$ cat config.mk
export PLATFORM = sky130hd
export DESIGN_NAME = hub_port_monitor
export DESIGN_NICKNAME = d
export VERILOG_FILES = /design/src/rtl/hpm_pkg.sv /design/src/rtl/hpm_line_filter.sv /design/src/rtl/hpm_enable_ctl.sv /design/src/rtl/hpm_force_bank.sv /design/src/rtl/hub_port_monitor.sv
export SDC_FILE = /design/constraint.sdc
export NUM_CORES = 1
export LEC_CHECK = 0
export BUFFER_PORTS_ARGS = -buffer_cell sky130_fd_sc_hd__buf_2
export CORE_MARGIN = 5
export CORE_UTILIZATION = 60
export DETAILED_ROUTE_END_ITERATION = 10
export GPL_TIMING_DRIVEN = 0
export PLACE_DENSITY = 0.86
export SYNTH_ARGS = -nofsm -noshare
export SYNTH_HDL_FRONTEND = slang
export SYNTH_SLANG_ARGS = --single-unit
$ cat constraint.sdc
create_clock -name clk -period 3.5 [get_ports clk]
set_clock_uncertainty 0.1 [all_clocks]
set_input_delay 0.7 -clock clk [delete_from_list [all_inputs] [get_ports clk]]
set_output_delay 0.7 -clock clk [all_outputs]
set_load 0.05 [all_outputs]
$ cat src/rtl/hpm_pkg.sv
package hpm_pkg;

    typedef enum logic [1:0] {
        SEL_ATTACH = 2'd0,
        SEL_SPEED  = 2'd1,
        SEL_ENABLE = 2'd2,
        SEL_FORCE  = 2'd3
    } hpm_sel_e;

    typedef enum logic [1:0] {
        FRC_RELEASE = 2'd0,
        FRC_DP_HIGH = 2'd1,
        FRC_DM_HIGH = 2'd2,
        FRC_BOTH_LO = 2'd3
    } hpm_force_e;

    typedef struct packed {
        logic oe;
        logic dp;
        logic dm;
    } hpm_drive_t;

    typedef struct packed {
        logic attach;
        logic detach;
        logic low_speed;
    } hpm_line_evt_t;

    function automatic hpm_drive_t force_decode(input logic [1:0] code);
        hpm_drive_t d;
        d = '0;
        unique case (hpm_force_e'(code))
            FRC_RELEASE: d = '0;
            FRC_DP_HIGH: begin d.oe = 1'b1; d.dp = 1'b1; end
            FRC_DM_HIGH: begin d.oe = 1'b1; d.dm = 1'b1; end
            FRC_BOTH_LO: d.oe = 1'b1;
            default:     d = '0;
        endcase
        return d;
    endfunction

endpackage

$ cat src/rtl/hpm_line_filter.sv
module hpm_line_filter
    import hpm_pkg::*;
#(
    parameter int CONN_CYCLES = 30,
    parameter int DISC_CYCLES = 24
) (
    input  logic          clk,
    input  logic          rst,
    input  logic          clear,
    input  logic          dp,
    input  logic          dm,
    output logic          attached,
    output hpm_line_evt_t evt
);
    localparam int CNT_MAX = (CONN_CYCLES > DISC_CYCLES) ? CONN_CYCLES : DISC_CYCLES;
    localparam int CW      = $clog2(CNT_MAX + 1);

    logic          se0;
    logic          se0_q;
    logic [CW-1:0] run_q;
    logic          att_q;
    logic          same;
    logic          hit_att;
    logic          hit_det;

    assign se0  = ~dp & ~dm;
    assign same = (se0 == se0_q);

    // run_q counts consecutive samples of the level held in se0_q
    assign hit_att = ~clear & ~att_q & ~se0 & same & (run_q == CW'(CONN_CYCLES - 1));
    assign hit_det = ~clear &  att_q &  se0 & same & (run_q == CW'(DISC_CYCLES - 1));

    always_ff @(posedge clk) begin
        if (rst || clear) begin
            se0_q <= 1'b1;
            run_q <= '0;
            att_q <= 1'b0;
        end else begin
            if (!same) begin
                se0_q <= se0;
                run_q <= CW'(1);
            end else if (run_q != CW'(CNT_MAX)) begin
                run_q <= run_q + CW'(1);
            end
            if (hit_att)
                att_q <= 1'b1;
            else if (hit_det)
                att_q <= 1'b0;
        end
    end

    assign attached      = att_q;
    assign evt.attach    = hit_att;
    assign evt.detach    = hit_det;
    assign evt.low_speed = dm & ~dp;

endmodule

$ cat src/rtl/hpm_enable_ctl.sv
module hpm_enable_ctl #(
    parameter int NPORTS = 7
) (
    input  logic              clk,
    input  logic              rst,
    input  logic              clear,
    input  logic              wr,
    input  logic [NPORTS-1:0] wdata,
    input  logic              pkt_active,
    input  logic              eof2_strobe,
    input  logic [NPORTS-1:0] babble,
    output logic [NPORTS-1:0] enable
);
    logic [NPORTS-1:0] en_q, pend_q;
    logic [NPORTS-1:0] en_n, pend_n;

    always_comb begin
        en_n   = en_q;
        pend_n = pend_q;
        if (wr) begin
            en_n   = en_q & wdata;      // clears land now
            pend_n = wdata & ~en_q;     // sets wait for an idle bus
        end
        if (!pkt_active) begin
            en_n   = en_n | pend_n;
            pend_n = '0;
        end
        if (eof2_strobe) begin
            en_n   = en_n & ~babble;
            pend_n = pend_n & ~babble;
        end
    end

    always_ff @(posedge clk) begin
        if (rst || clear) begin
            en_q   <= '0;
            pend_q <= '0;
        end else begin
            en_q   <= en_n;
            pend_q <= pend_n;
        end
    end

    assign enable = en_q;

endmodule

$ cat src/rtl/hpm_force_bank.sv
module hpm_force_bank
    import hpm_pkg::*;
#(
    parameter int NPORTS = 7
) (
    input  logic                clk,
    input  logic                rst,
    input  logic                wr,
    input  logic [2*NPORTS-1:0] wdata,
    output logic [2*NPORTS-1:0] codes,
    output logic [NPORTS-1:0]   drive_en,
    output logic [NPORTS-1:0]   drive_dp,
    output logic [NPORTS-1:0]   drive_dm
);
    logic [2*NPORTS-1:0] code_q;

    always_ff @(posedge clk) begin
        if (rst)
            code_q <= '0;
        else if (wr)
            code_q <= wdata;
    end

    for (genvar p = 0; p < NPORTS; p++) begin : g_port
        hpm_drive_t drv;
        assign drv         = force_decode(code_q[2*p +: 2]);
        assign drive_en[p] = drv.oe;
        assign drive_dp[p] = drv.dp;
        assign drive_dm[p] = drv.dm;
    end

    assign codes = code_q;

endmodule

$ cat src/rtl/hub_port_monitor.sv
module hub_port_monitor
    import hpm_pkg::*;
#(
    parameter int NPORTS      = 7,
    parameter int CONN_CYCLES = 30,
    parameter int DISC_CYCLES = 24
) (
    input  logic                clk,
    input  logic                rst,
    input  logic                bus_reset,
    input  logic [NPORTS-1:0]   line_dp,
    input  logic [NPORTS-1:0]   line_dm,
    input  logic                pkt_active,
    input  logic                eof2_strobe,
    input  logic [NPORTS-1:0]   ds_nonidle,
    input  logic [NPORTS-1:0]   us_linked,
    input  logic                reg_wr,
    input  logic [1:0]          reg_sel,
    input  logic [2*NPORTS-1:0] reg_wdata,
    output logic [2*NPORTS-1:0] reg_rdata,
    output logic                hub_irq,
    output logic [NPORTS-1:0]   drive_en,
    output logic [NPORTS-1:0]   drive_dp,
    output logic [NPORTS-1:0]   drive_dm
);
    localparam int DW = 2 * NPORTS;

    hpm_sel_e          sel;
    logic              wr_speed, wr_enable, wr_force;
    logic [NPORTS-1:0] conn_vec;
    logic [NPORTS-1:0] en_vec;
    logic [NPORTS-1:0] spd_q;
    logic [NPORTS-1:0] att_hit, det_hit, low_spd;
    logic [DW-1:0]     force_codes;
    logic              irq_q;
    hpm_line_evt_t     evt [NPORTS];

    assign sel       = hpm_sel_e'(reg_sel);
    assign wr_speed  = reg_wr && (sel == SEL_SPEED);
    assign wr_enable = reg_wr && (sel == SEL_ENABLE);
    assign wr_force  = reg_wr && (sel == SEL_FORCE);

    for (genvar p = 0; p < NPORTS; p++) begin : g_line
        hpm_line_filter #(
            .CONN_CYCLES(CONN_CYCLES),
            .DISC_CYCLES(DISC_CYCLES)
        ) u_filt (
            .clk     (clk),
            .rst     (rst),
            .clear   (bus_reset),
            .dp      (line_dp[p]),
            .dm      (line_dm[p]),
            .attached(conn_vec[p]),
            .evt     (evt[p])
        );
        assign att_hit[p] = evt[p].attach;
        assign det_hit[p] = evt[p].detach;
        assign low_spd[p] = evt[p].low_speed;
    end

    hpm_enable_ctl #(.NPORTS(NPORTS)) u_en (
        .clk        (clk),
        .rst        (rst),
        .clear      (bus_reset),
        .wr         (wr_enable),
        .wdata      (reg_wdata[NPORTS-1:0]),
        .pkt_active (pkt_active),
        .eof2_strobe(eof2_strobe),
        .babble     (ds_nonidle | us_linked),
        .enable     (en_vec)
    );

    hpm_force_bank #(.NPORTS(NPORTS)) u_frc (
        .clk     (clk),
        .rst     (rst),
        .wr      (wr_force),
        .wdata   (reg_wdata),
        .codes   (force_codes),
        .drive_en(drive_en),
        .drive_dp(drive_dp),
        .drive_dm(drive_dm)
    );

    // speed: firmware value holds until a port's own attach overwrites it
    always_ff @(posedge clk) begin
        if (rst || bus_reset) begin
            spd_q <= '0;
        end else begin
            if (wr_speed)
                spd_q <= reg_wdata[NPORTS-1:0];
            for (int p = 0; p < NPORTS; p++)
                if (att_hit[p])
                    spd_q[p] <= low_spd[p];
        end
    end

    always_ff @(posedge clk) begin
        if (rst || bus_reset)
            irq_q <= 1'b0;
        else
            irq_q <= |(att_hit | det_hit);
    end

    assign hub_irq = irq_q;

    always_comb begin
        reg_rdata = '0;
        unique case (sel)
            SEL_ATTACH: reg_rdata[NPORTS-1:0] = conn_vec;
            SEL_SPEED:  reg_rdata[NPORTS-1:0] = spd_q;
            SEL_ENABLE: reg_rdata[NPORTS-1:0] = en_vec;
            SEL_FORCE:  reg_rdata             = force_codes;
            default:    reg_rdata             = '0;
        endcase
    end

endmodule

==> results of run 1 <==
## cell usage in the layout (no fill, tap or decap), drive strengths merged, types with 3 or more instances in the layout
| master | netlist | routed |
|---|---|---|
| nand3b | 4 | 4 |
| mux2i | 5 | 5 |
| o221a | 6 | 6 |
| nor2b | 18 | 18 |
| xor2 | 9 | 9 |
| nor3 | 10 | 10 |
| dfxtp | 85 | 85 |
| inv | 14 | 14 |
| nand4b | 7 | 7 |
| nor3b | 10 | 10 |
| nand4bb | 3 | 3 |
| a21oi | 53 | 53 |
| a31oi | 5 | 5 |
| a211oi | 10 | 10 |
| mux4 | 7 | 7 |
| nand3 | 17 | 17 |
| nand4 | 8 | 8 |
| o21a | 6 | 6 |
| or2 | 8 | 8 |
| mux2 | 7 | 7 |
| and4b | 5 | 5 |
| o21ai | 10 | 10 |
| clkbuf | 18 | 31 |
| and3 | 10 | 10 |
| ha | 21 | 21 |
| nor4b | 3 | 3 |
| nand2 | 44 | 44 |
| xnor2 | 21 | 21 |
| buf | 3 | 85 |
| nor2 | 49 | 49 |
## power by group through the flow
| stage | Sequential, W | Clock, W | Combinational [W] |
|---|---|---|---|
| finish | 0.00101 | 0.000790 | 0.000228 |
| global route | 0.00101 | 0.000844 | 0.000247 |
| CTS | 0.00100 | 0.000792 | 0.000225 |
| detailed placement | 0.00103 | 0 | 0.000223 |
| global placement | 0.00103 | 0 | 0.000217 |
| floorplan | 0.00102 | 0 | 0.000146 |
## synth_stat cells (all sizes together), types with 3 or more instances
cell type | n | area share
clkbuf | 18 | 0.015
a21oi | 53 | 0.060
or2 | 8 | 0.011
mux2i | 5 | 0.011
mux2 | 7 | 0.018
nor2 | 49 | 0.042
xor2 | 9 | 0.018
nand2 | 44 | 0.038
and4b | 5 | 0.011
xnor2 | 21 | 0.042
buf | 3 | 0.0034
mux4 | 7 | 0.036
and3 | 10 | 0.014
dfxtp | 85 | 0.39
nand3 | 17 | 0.019
nor2b | 18 | 0.026
ha | 21 | 0.060
nor3b | 10 | 0.017
nor4b | 3 | 0.0074
o21ai | 10 | 0.011
inv | 14 | 0.012
nand4bb | 3 | 0.0077
a211oi | 10 | 0.017
nand4b | 7 | 0.015
nand3b | 4 | 0.0068
nor3 | 10 | 0.011
nand4 | 8 | 0.011
a31oi | 5 | 0.0071
o21a | 6 | 0.010
o221a | 6 | 0.015
## cell families (layout without fill, tap and decap cells)
kind of cell	Yosys count	in the layout	synth area share
buffers and inverters	35	133	0.0307
flip-flops	85	85	0.387
AO/OA/AOI/OAI	97	97	0.136
multiplexers	19	19	0.0651
XOR/XNOR	30	30	0.0597
adder cells (fa/ha/maj)	21	21	0.0597
AND/OR/NAND/NOR	209	209	0.263
## flip-flops by register name (all words and copies together) (netlist names)
signal                  cells
g_line.u_filt.se0_q         7
spd_q                       7
g_line.u_filt.run_q        35
hub_irq                     1
g_line.u_filt.attached      7
u_frc.codes                14
u_en.pend_q                 7
u_en.enable                 7
## area by class of cell
class | instances | area share
flip-flops and latches | 85 | 0.330
clock inverters | 3 | 0.0131
well taps | 99 | 0.0240
inverters | 14 | 0.0102
multi-input cells | 376 | 0.497
repair buffers | 82 | 0.0795
plain buffers | 21 | 0.0160
clock buffers | 13 | 0.0308
## critical path, stage by stage
cell and delay (ps):
buf_2 220, clkbuf_1 460, mux4_2 590, buf_2 230
## layer usage
layer,wire [um],up-vias,GRT usage,part of all wire
met5,0,-,0,0
met4,219,0,0.101,0.019
met3,826,22,0.0529,0.073
met2,5450,166,0.415,0.48
met1,4840,1943,0.334,0.43
li1,-,1961,-,-
## metrics by stage
step	utilization	total power (W)
floorplan	-	0.00117
global placement	0.684	0.00124
detailed placement	0.684	0.00125
CTS	0.716	0.00202
global route	0.716	0.00210
finish	0.716	0.00202
## how the worst min path moves through the flow
stage,endpoint,slack [ps],depth (start not counted)
finish,g_line[2].u_filt.attached$_SDFFE_PP0P_,400,2
global route,g_line[2].u_filt.attached$_SDFFE_PP0P_,420,2
CTS,g_line[2].u_filt.attached$_SDFFE_PP0P_,400,2
detailed placement,g_line[2].u_filt.attached$_SDFFE_PP0P_,390,2
global placement,u_frc.codes[7]$_SDFFE_PP0P_,380,2
floorplan,g_line[3].u_filt.attached$_SDFFE_PP0P_,350,2
==> out/qor.csv, run 1 <==
stage;metric;value;unit
grt;largest net degree at the start of global routing;14;
setup_path;Arr. time, crit path;2210;ps
run_status;status;finished, final reports clean;
sta;Fin Setup TNS;0;ps
power;P_int;0.00151;W
placed_design;dpl ws;543;ps
detailed_routing;Detail Route Antenna Nets;0;
setup_path;worst endpoint required time;2700;ps
final_layout;Finished Cell Area;5160;um2
grt;vias in the first global route;3956;
detailed_routing;DR pass1 iterations;5;
final_layout;layout cell share with drive strength beyond 1;0.199;
synth;Unique masters post-synth;50;
setup_path;Crit Path Category;in -> out;
sta;Final Cycle Share;0.859;
detailed_routing;post-DR wirelength/cell;16.4;um
cts;clock buffer depth;2;
placed_design;placed cells;677;
sta;Final WS setup;494;ps
cts;CTS sink cnt;85;
synth;syn_nets;567;
floorplanning;Core Area;7210;um2
hold_path;Hold Crit Start;g_line[2].u_filt.attached$_SDFFE_PP0P_;
placed_design;IO Port Bufs;82;
synth;Seq/Total Area, Yosys;0.387;
cts;Clock Latency Late Sink;350;ps
detailed_routing;final wirelength;11300;um
synth;Post-synth EDFFs;0;
synth;synthesis warning total;0;
run;Max-cap violations;0;
cts;CTS Hold Bufs;0;
power;Logic pwr share;0.112;
setup_path;Critical Path Sink Type;output pin;
setup_path;FF-to-FF setup slack;1580;ps
final_layout;Finished Layout Cells;693;
synth;synthesized area;4400;um2
setup_path;Critical Path End;reg_rdata[6];
cts;post_cts resized;0;
sta;Final Slew Violations;0;
cts;TritonCTS clock tree;yes;
detailed_routing;Iter 0 DRT Violations;250;
final_layout;fin nets;660;
sta;final setup fails;0;
sta;WHS;398;ps
setup_path;worst setup path startpoint;reg_sel[1];
cts;setup bufs post-CTS;0;
setup_path;R2R depth;5;
cts;Root Buffer;clkbuf_8;
power;Sw Share;0.255;
power;worst vdd ir;234;uV
sta;minimum clock period;3010;ps
grt;grt ovf;0;
synth;Async S/R FF share, synth;0;
power;Clock power frac;0.390;
power;sequential power share;0.497;
grt;first-pass GRT wire length;18400;um
sta;headroom to the max-slew limit;0.505;
synth;predominant post-synthesis flop cell;dfxtp_1;
grt;initial antenna violation count;0;
floorplanning;Top Ports;86;
synth;register bit total from synthesis;85;
cts;CTS Buf Count;9;
power;Lkg Pwr;2.11;nW
synth;cell count after synthesis;496;
floorplanning;row cnt;31;
cts;clock slew at reported path FFs;80;ps
grt;Total GRT Usage;0.256;
power;power per cell area;392;nW/um2
final_layout;Reg area;1700;um2
setup_path;reg-to-reg startpoint;g_line[1].u_filt.run_q[0]$_SDFFE_PP0P_;
placed_design;gp weighted congestion;0.844;
sta;Final Hold Viols;0;
detailed_routing;via count;4092;
final_layout;multi-input logic area;2560;um2
hold_path;hold crit path type;reg -> reg;
placed_design;HPWL Detailed;8320;um
cts;htree depth;3;
floorplanning;die footprint;9150;um2
setup_path;reg2reg end;spd_q[1]$_SDFFE_PP0P_;
floorplanning;Die H;95.7;um
floorplanning;Initial Util;0.610;
final_layout;Layout area overhead;17.3;%
placed_design;Post-DP Area;4940;um2
sta;unrepaired setup endpoints after global routing;no;
final_layout;Antenna Cells;0;
sta;worst-margin pin slew;739;ps
setup_path;Max Fanout on Critical Path;10;
power;Net Switching;0.000516;W
floorplanning;Die W;95.7;um
final_layout;fill cell count;551;
detailed_routing;Remaining DRCs;0;
detailed_routing;Vias/cell;5.90;
sta;fmax;333;MHz
setup_path;CP startpoint kind;input pin;
synth;Mean Syn Cell Area;8.87;um2
Power figures use the tool's default switching activity.
==> inputs of run 2 (changes only) <==
CORE_UTILIZATION = 50   (was 60)
PLACE_DENSITY = 0.76   (was 0.86)
clock period = 2.6 ns   (was 3.5 ns; I/O delays follow)
==> run 2 against run 1 <==
Effect of this change: first-iteration DRC count fell by 18%; clock power increased by 44%; register-to-register slack worse by 890 ps; die area rose by 18%; clock-buffer cell count decreased by 3; critical endpoint is now reg_rdata[3]; largest cell class unchanged.
==> out/qor.csv, run 2 (same netlist as run 1, synthesis figures left out) <==
stage;metric;value;unit
run_status;status;finished, final reports clean;
setup_path;worst endpoint required time;1980;ps
floorplanning;Initial Util;0.510;
cts;clock buffer depth;2;
cts;TritonCTS clock tree;yes;
cts;setup bufs post-CTS;0;
final_layout;commonest non-fill, non-tap cells in the layout;buf_2 (85), dfxtp_1 (85), a21oi_1 (53);
sta;final setup fails;0;
detailed_routing;via count;3927;
placed_design;IO Port Bufs;82;
detailed_routing;Remaining DRCs;0;
setup_path;Critical Path Sink Type;output pin;
final_layout;Largest Register;g_line.u_filt.run_q;
grt;largest net degree at the start of global routing;15;
grt;first-pass GRT wire length;18500;um
sta;headroom to the max-slew limit;0.542;
grt;grt ovf;0;
final_layout;fill cell count;767;
setup_path;FF-to-FF setup slack;690;ps
cts;CTS Buf Count;9;
sta;Final Slew Violations;0;
final_layout;Reg area;1700;um2
sta;Fin Setup TNS;0;ps
setup_path;CP dominant cell by count;buf_2;
setup_path;slowest CP cell;mux4_2;
cts;htree depth;3;
cts;Root Buffer;clkbuf_8;
sta;Final Cycle Share;0.917;
cts;CTS sink cnt;85;
detailed_routing;Iter 0 DRT Violations;204;
sta;fmax;419;MHz
detailed_routing;Detail Route Antenna Nets;0;
cts;Clock Latency Late Sink;360;ps
floorplanning;die footprint;10800;um2
placed_design;HPWL Detailed;8360;um
detailed_routing;DR pass1 iterations;5;
detailed_routing;post-DR wirelength/cell;15.6;um
setup_path;Crit Path Category;in -> out;
setup_path;CP startpoint kind;input pin;
final_layout;Antenna Cells;0;
setup_path;CP bufs+invs;3;
floorplanning;Top Ports;86;
final_layout;multi-input logic area;2560;um2
placed_design;gp weighted congestion;0.828;
final_layout;Layout area overhead;18.0;%
run;Max-cap violations;0;
floorplanning;row cnt;34;
hold_path;hold crit path type;in -> reg;
sta;minimum clock period;2380;ps
setup_path;Worst path max stage delay;400;ps
final_layout;max reg flops;35;
setup_path;Max Fanout on Critical Path;10;
grt;Total GRT Usage;0.204;
detailed_routing;Vias/cell;5.59;
setup_path;worst-path cell chain;buf_2 -> clkbuf_1 -> mux4_2 -> buf_2;
final_layout;final core occ;0.602;
floorplanning;Core Area;8640;um2
setup_path;CP delay by family, top;buffers and inverters;
sta;Final Hold Viols;0;
cts;clock slew at reported path FFs;80;ps
final_layout;fin nets;660;
power;power per cell area;537;nW/um2
sta;worst-margin pin slew;684;ps
floorplanning;Die W;104;um
floorplanning;Die H;104;um
grt;vias in the first global route;3887;
grt;initial antenna violation count;0;
sta;unrepaired setup endpoints after global routing;no;
sta;WHS;272;ps
power;Lkg Pwr;2.12;nW
power;worst vdd ir;332;uV
setup_path;Arr. time, crit path;1760;ps
final_layout;layout cell share with drive strength beyond 1;0.204;
detailed_routing;final wirelength;11000;um
run 2: cell count changes in the layout (fill, tap and decap cells not counted):
cell        delta
bufinv_16      +1
clkinv_2       +1
clkbuf_8       -1
clkbuf_2       +1
clkbuf_1       -3
clkinvlp_4     +1
run 2: final cells by class:
class	instances	area share
Sequential cell	85	0.327
Multi-Input combinational cell	376	0.494
Clock buffer	10	0.0265
Clock inverter	6	0.0212
Tap cell	108	0.0260
Buffer	21	0.0161
Timing Repair Buffer	82	0.0790
Inverter	14	0.0101
run 2: final timing paths:
kind / startpoint / endpoint / cells past startpoint
worst max register to register: g_line[1].u_filt.run_q[0]$_SDFFE_PP0P_ / spd_q[1]$_SDFFE_PP0P_ / 5
worst max-delay path: reg_sel[0] / reg_rdata[3] / 4
worst min-delay path: line_dm[6] / g_line[6].u_filt.se0_q$_SDFFE_PP1P_ / 2
worst min register to register: g_line[3].u_filt.attached$_SDFFE_PP0P_ / g_line[3].u_filt.attached$_SDFFE_PP0P_ / 2
run 2: power by group:
group	switching [W]	leakage (nW)	internal [W]	total, W
logic	0.000194	1.31	0.000108	0.000302
registers	0.0000276	0.690	0.00133	0.00135
clock network	0.000474	0.119	0.000662	0.00114
total	0.000695	2.12	0.00210	0.00279
run 2: repair_timing:
action	4_1_cts	5_1_grt
hold buffers	0	0
endpoints found under the setup margin	0	1
gates resized for setup	0	2
run 2: per-layer routing:
layer	wire length (um)	share of wire	track usage	vias up
met5	0	0	0	-
met4	176	0.016	0.0555	0
met3	489	0.045	0.0460	14
met2	5350	0.49	0.338	101
met1	4950	0.45	0.268	1855
li1	-	-	-	1957
run 2: metrics by stage:
stage / power (W) / setup WS (ps) / cells / cell area, um2
finish: 0.00279 / 216 / 702 / 5200
global route: 0.00290 / 150 / 702 / 5200
CTS: 0.00281 / 55.7 / 702 / 5190
detailed placement: 0.00168 / -91.8 / 686 / 4950
global placement: 0.00168 / -44.3 / 686 / 4950
floorplan: 0.00157 / 293 / 496 / 4400
==> inputs of run 3 (changes only) <==
CTS_BUF_LIST = sky130_fd_sc_hd__clkbuf_8 sky130_fd_sc_hd__clkbuf_16   (was unset)
RECOVER_POWER = 100   (was unset)
==> run 3 against run 2 <==
Effect of this change: register-to-register slack got worse by 90 ps; flip-flop and latch count unchanged; cell count stayed put; utilization decreased by 0.43 points; design area fell by 0.72%; sequential share of layout area up 0.24 points; power fell by 0.23%; routed wire length did not move; sequential power is essentially flat; clock-buffer cell count stayed put.
==> out/qor.csv, run 3 (same netlist as run 1, synthesis figures left out) <==
stage;metric;value;unit
sta;Final WS setup;175;ps
hold_path;hold crit path type;in -> reg;
floorplanning;Initial Util;0.510;
power;power per cell area;540;nW/um2
sta;Final Slew Violations;0;
final_layout;max reg flops;35;
grt;initial antenna violation count;0;
setup_path;Arr. time, crit path;1800;ps
setup_path;Crit Path Category;in -> out;
final_layout;commonest non-fill, non-tap cells in the layout;dfxtp_1 (85), a21oi_1 (53), buf_2 (49), nor2_1 (49), nand2_1 (44);
cts;TritonCTS clock tree;yes;
final_layout;Finished Cell Area;5160;um2
placed_design;Post-DP Area;4950;um2
placed_design;HPWL Detailed;8360;um
grt;largest net degree at the start of global routing;15;
detailed_routing;via count;3940;
setup_path;worst endpoint required time;1980;ps
cts;clock buffer depth;2;
sta;Final Cycle Share;0.933;
final_layout;layout cell share with drive strength beyond 1;0.160;
floorplanning;Top Ports;86;
detailed_routing;DR pass1 iterations;4;
sta;fmax;412;MHz
final_layout;commonest non-fill, non-tap cell in the layout;dfxtp_1;
cts;clock slew at reported path FFs;80;ps
cts;htree depth;3;
detailed_routing;Vias/cell;5.61;
floorplanning;Core Area;8640;um2
cts;CTS Buf Count;9;
floorplanning;row cnt;34;
cts;CTS sink cnt;85;
run_status;status;finished, final reports clean;
sta;unrepaired setup endpoints after global routing;no;
setup_path;Critical Path Sink Type;output pin;
placed_design;gp weighted congestion;0.828;
cts;setup bufs post-CTS;0;
grt;vias in the first global route;3887;
sta;minimum clock period;2420;ps
sta;WHS;289;ps
detailed_routing;Iter 0 DRT Violations;201;
cts;Clock Latency Late Sink;350;ps
final_layout;fill cell count;778;
floorplanning;Die H;104;um
placed_design;IO Port Bufs;82;
detailed_routing;final wirelength;11000;um
setup_path;CP startpoint kind;input pin;
power;Lkg Pwr;2.00;nW
cts;Root Buffer;clkbuf_8;
final_layout;Layout area overhead;17.2;%
placed_design;placed cells;686;
placed_design;dpl ws;-91.8;ps
sta;headroom to the max-slew limit;0.545;
sta;final setup fails;0;
run;Max-cap violations;0;
floorplanning;die footprint;10800;um2
floorplanning;Die W;104;um
final_layout;fin nets;660;
sta;worst-margin pin slew;680;ps
detailed_routing;Detail Route Antenna Nets;0;
final_layout;Antenna Cells;0;
detailed_routing;post-DR wirelength/cell;15.6;um
final_layout;Largest Register;g_line.u_filt.run_q;
power;worst vdd ir;331;uV
sta;Final Hold Viols;0;
grt;first-pass GRT wire length;18500;um
detailed_routing;Remaining DRCs;0;
grt;Total GRT Usage;0.204;
grt;grt ovf;0;
setup_path;Max Fanout on Critical Path;10;
final_layout;Finished Layout Cells;702;
## run 3: cell count changes in the layout (fill, tap and decap cells not counted)
cell and delta:
nor4b_2 -1, clkbuf_1 +25, buf_2 -36, nor4b_1 +1, clkbuf_2 +11, o21ai_1 -7, o21ai_0 +7
## run 3: stage by stage
step	total power [W]	utilization	TNS, ps
after floorplan	0.00157	-	0
after global placement	0.00168	0.573	-127
after detailed placement	0.00168	0.573	-147
after CTS	0.00281	0.602	0
after global routing	0.00289	0.597	0
final	0.00278	0.597	0
## run 3: per-layer routing
| layer | GRT usage | vias to the layer above | wire length, um |
|---|---|---|---|
| li1 | - | 1962 | - |
| met1 | 0.268 | 1857 | 4870 |
| met2 | 0.338 | 106 | 5330 |
| met3 | 0.0460 | 15 | 556 |
| met4 | 0.0555 | 0 | 199 |
| met5 | 0 | - | 0 |
## run 3: final timing paths
| path | start | end | slack [ps] | cells after the start |
|---|---|---|---|---|
| worst min register to register | g_line[3].u_filt.attached$_SDFFE_PP0P_ | g_line[3].u_filt.attached$_SDFFE_PP0P_ | 390 | 2 |
| worst min-delay path | line_dm[6] | g_line[6].u_filt.se0_q$_SDFFE_PP1P_ | 290 | 2 |
| worst max register to register | g_line[4].u_filt.run_q[3]$_SDFFE_PP0P_ | hub_irq$_SDFF_PP0_ | 600 | 4 |
| worst max-delay path | reg_sel[0] | reg_rdata[3] | 180 | 4 |
## run 3: critical path, cell delays in order
cell and delay, ps:
clkbuf_2 220, clkbuf_1 390, mux4_2 410, clkbuf_2 260
## run 3: cell type report
type | count | area [um2] | area share
Buffer | 21 | 82.6 | 0.0160
Clock buffer | 10 | 138 | 0.0267
Clock inverter | 6 | 110 | 0.0213
Inverter | 14 | 52.6 | 0.0102
Multi-Input combinational cell | 376 | 2560 | 0.496
Sequential cell | 85 | 1700 | 0.330
Tap cell | 108 | 135 | 0.0262
Timing Repair Buffer | 82 | 380 | 0.0737
## run 3: where the power goes
group	leakage [nW]	internal, W	switching [W]
Clock	0.119	0.000663	0.000473
Combinational	1.20	0.000103	0.000193
Sequential	0.690	0.00133	0.0000275
## run 3: timing repair
action                     4_1_cts  5_1_grt
setup endpoints to repair        0        1
hold buffers                     0        0
gates resized for setup          0        2
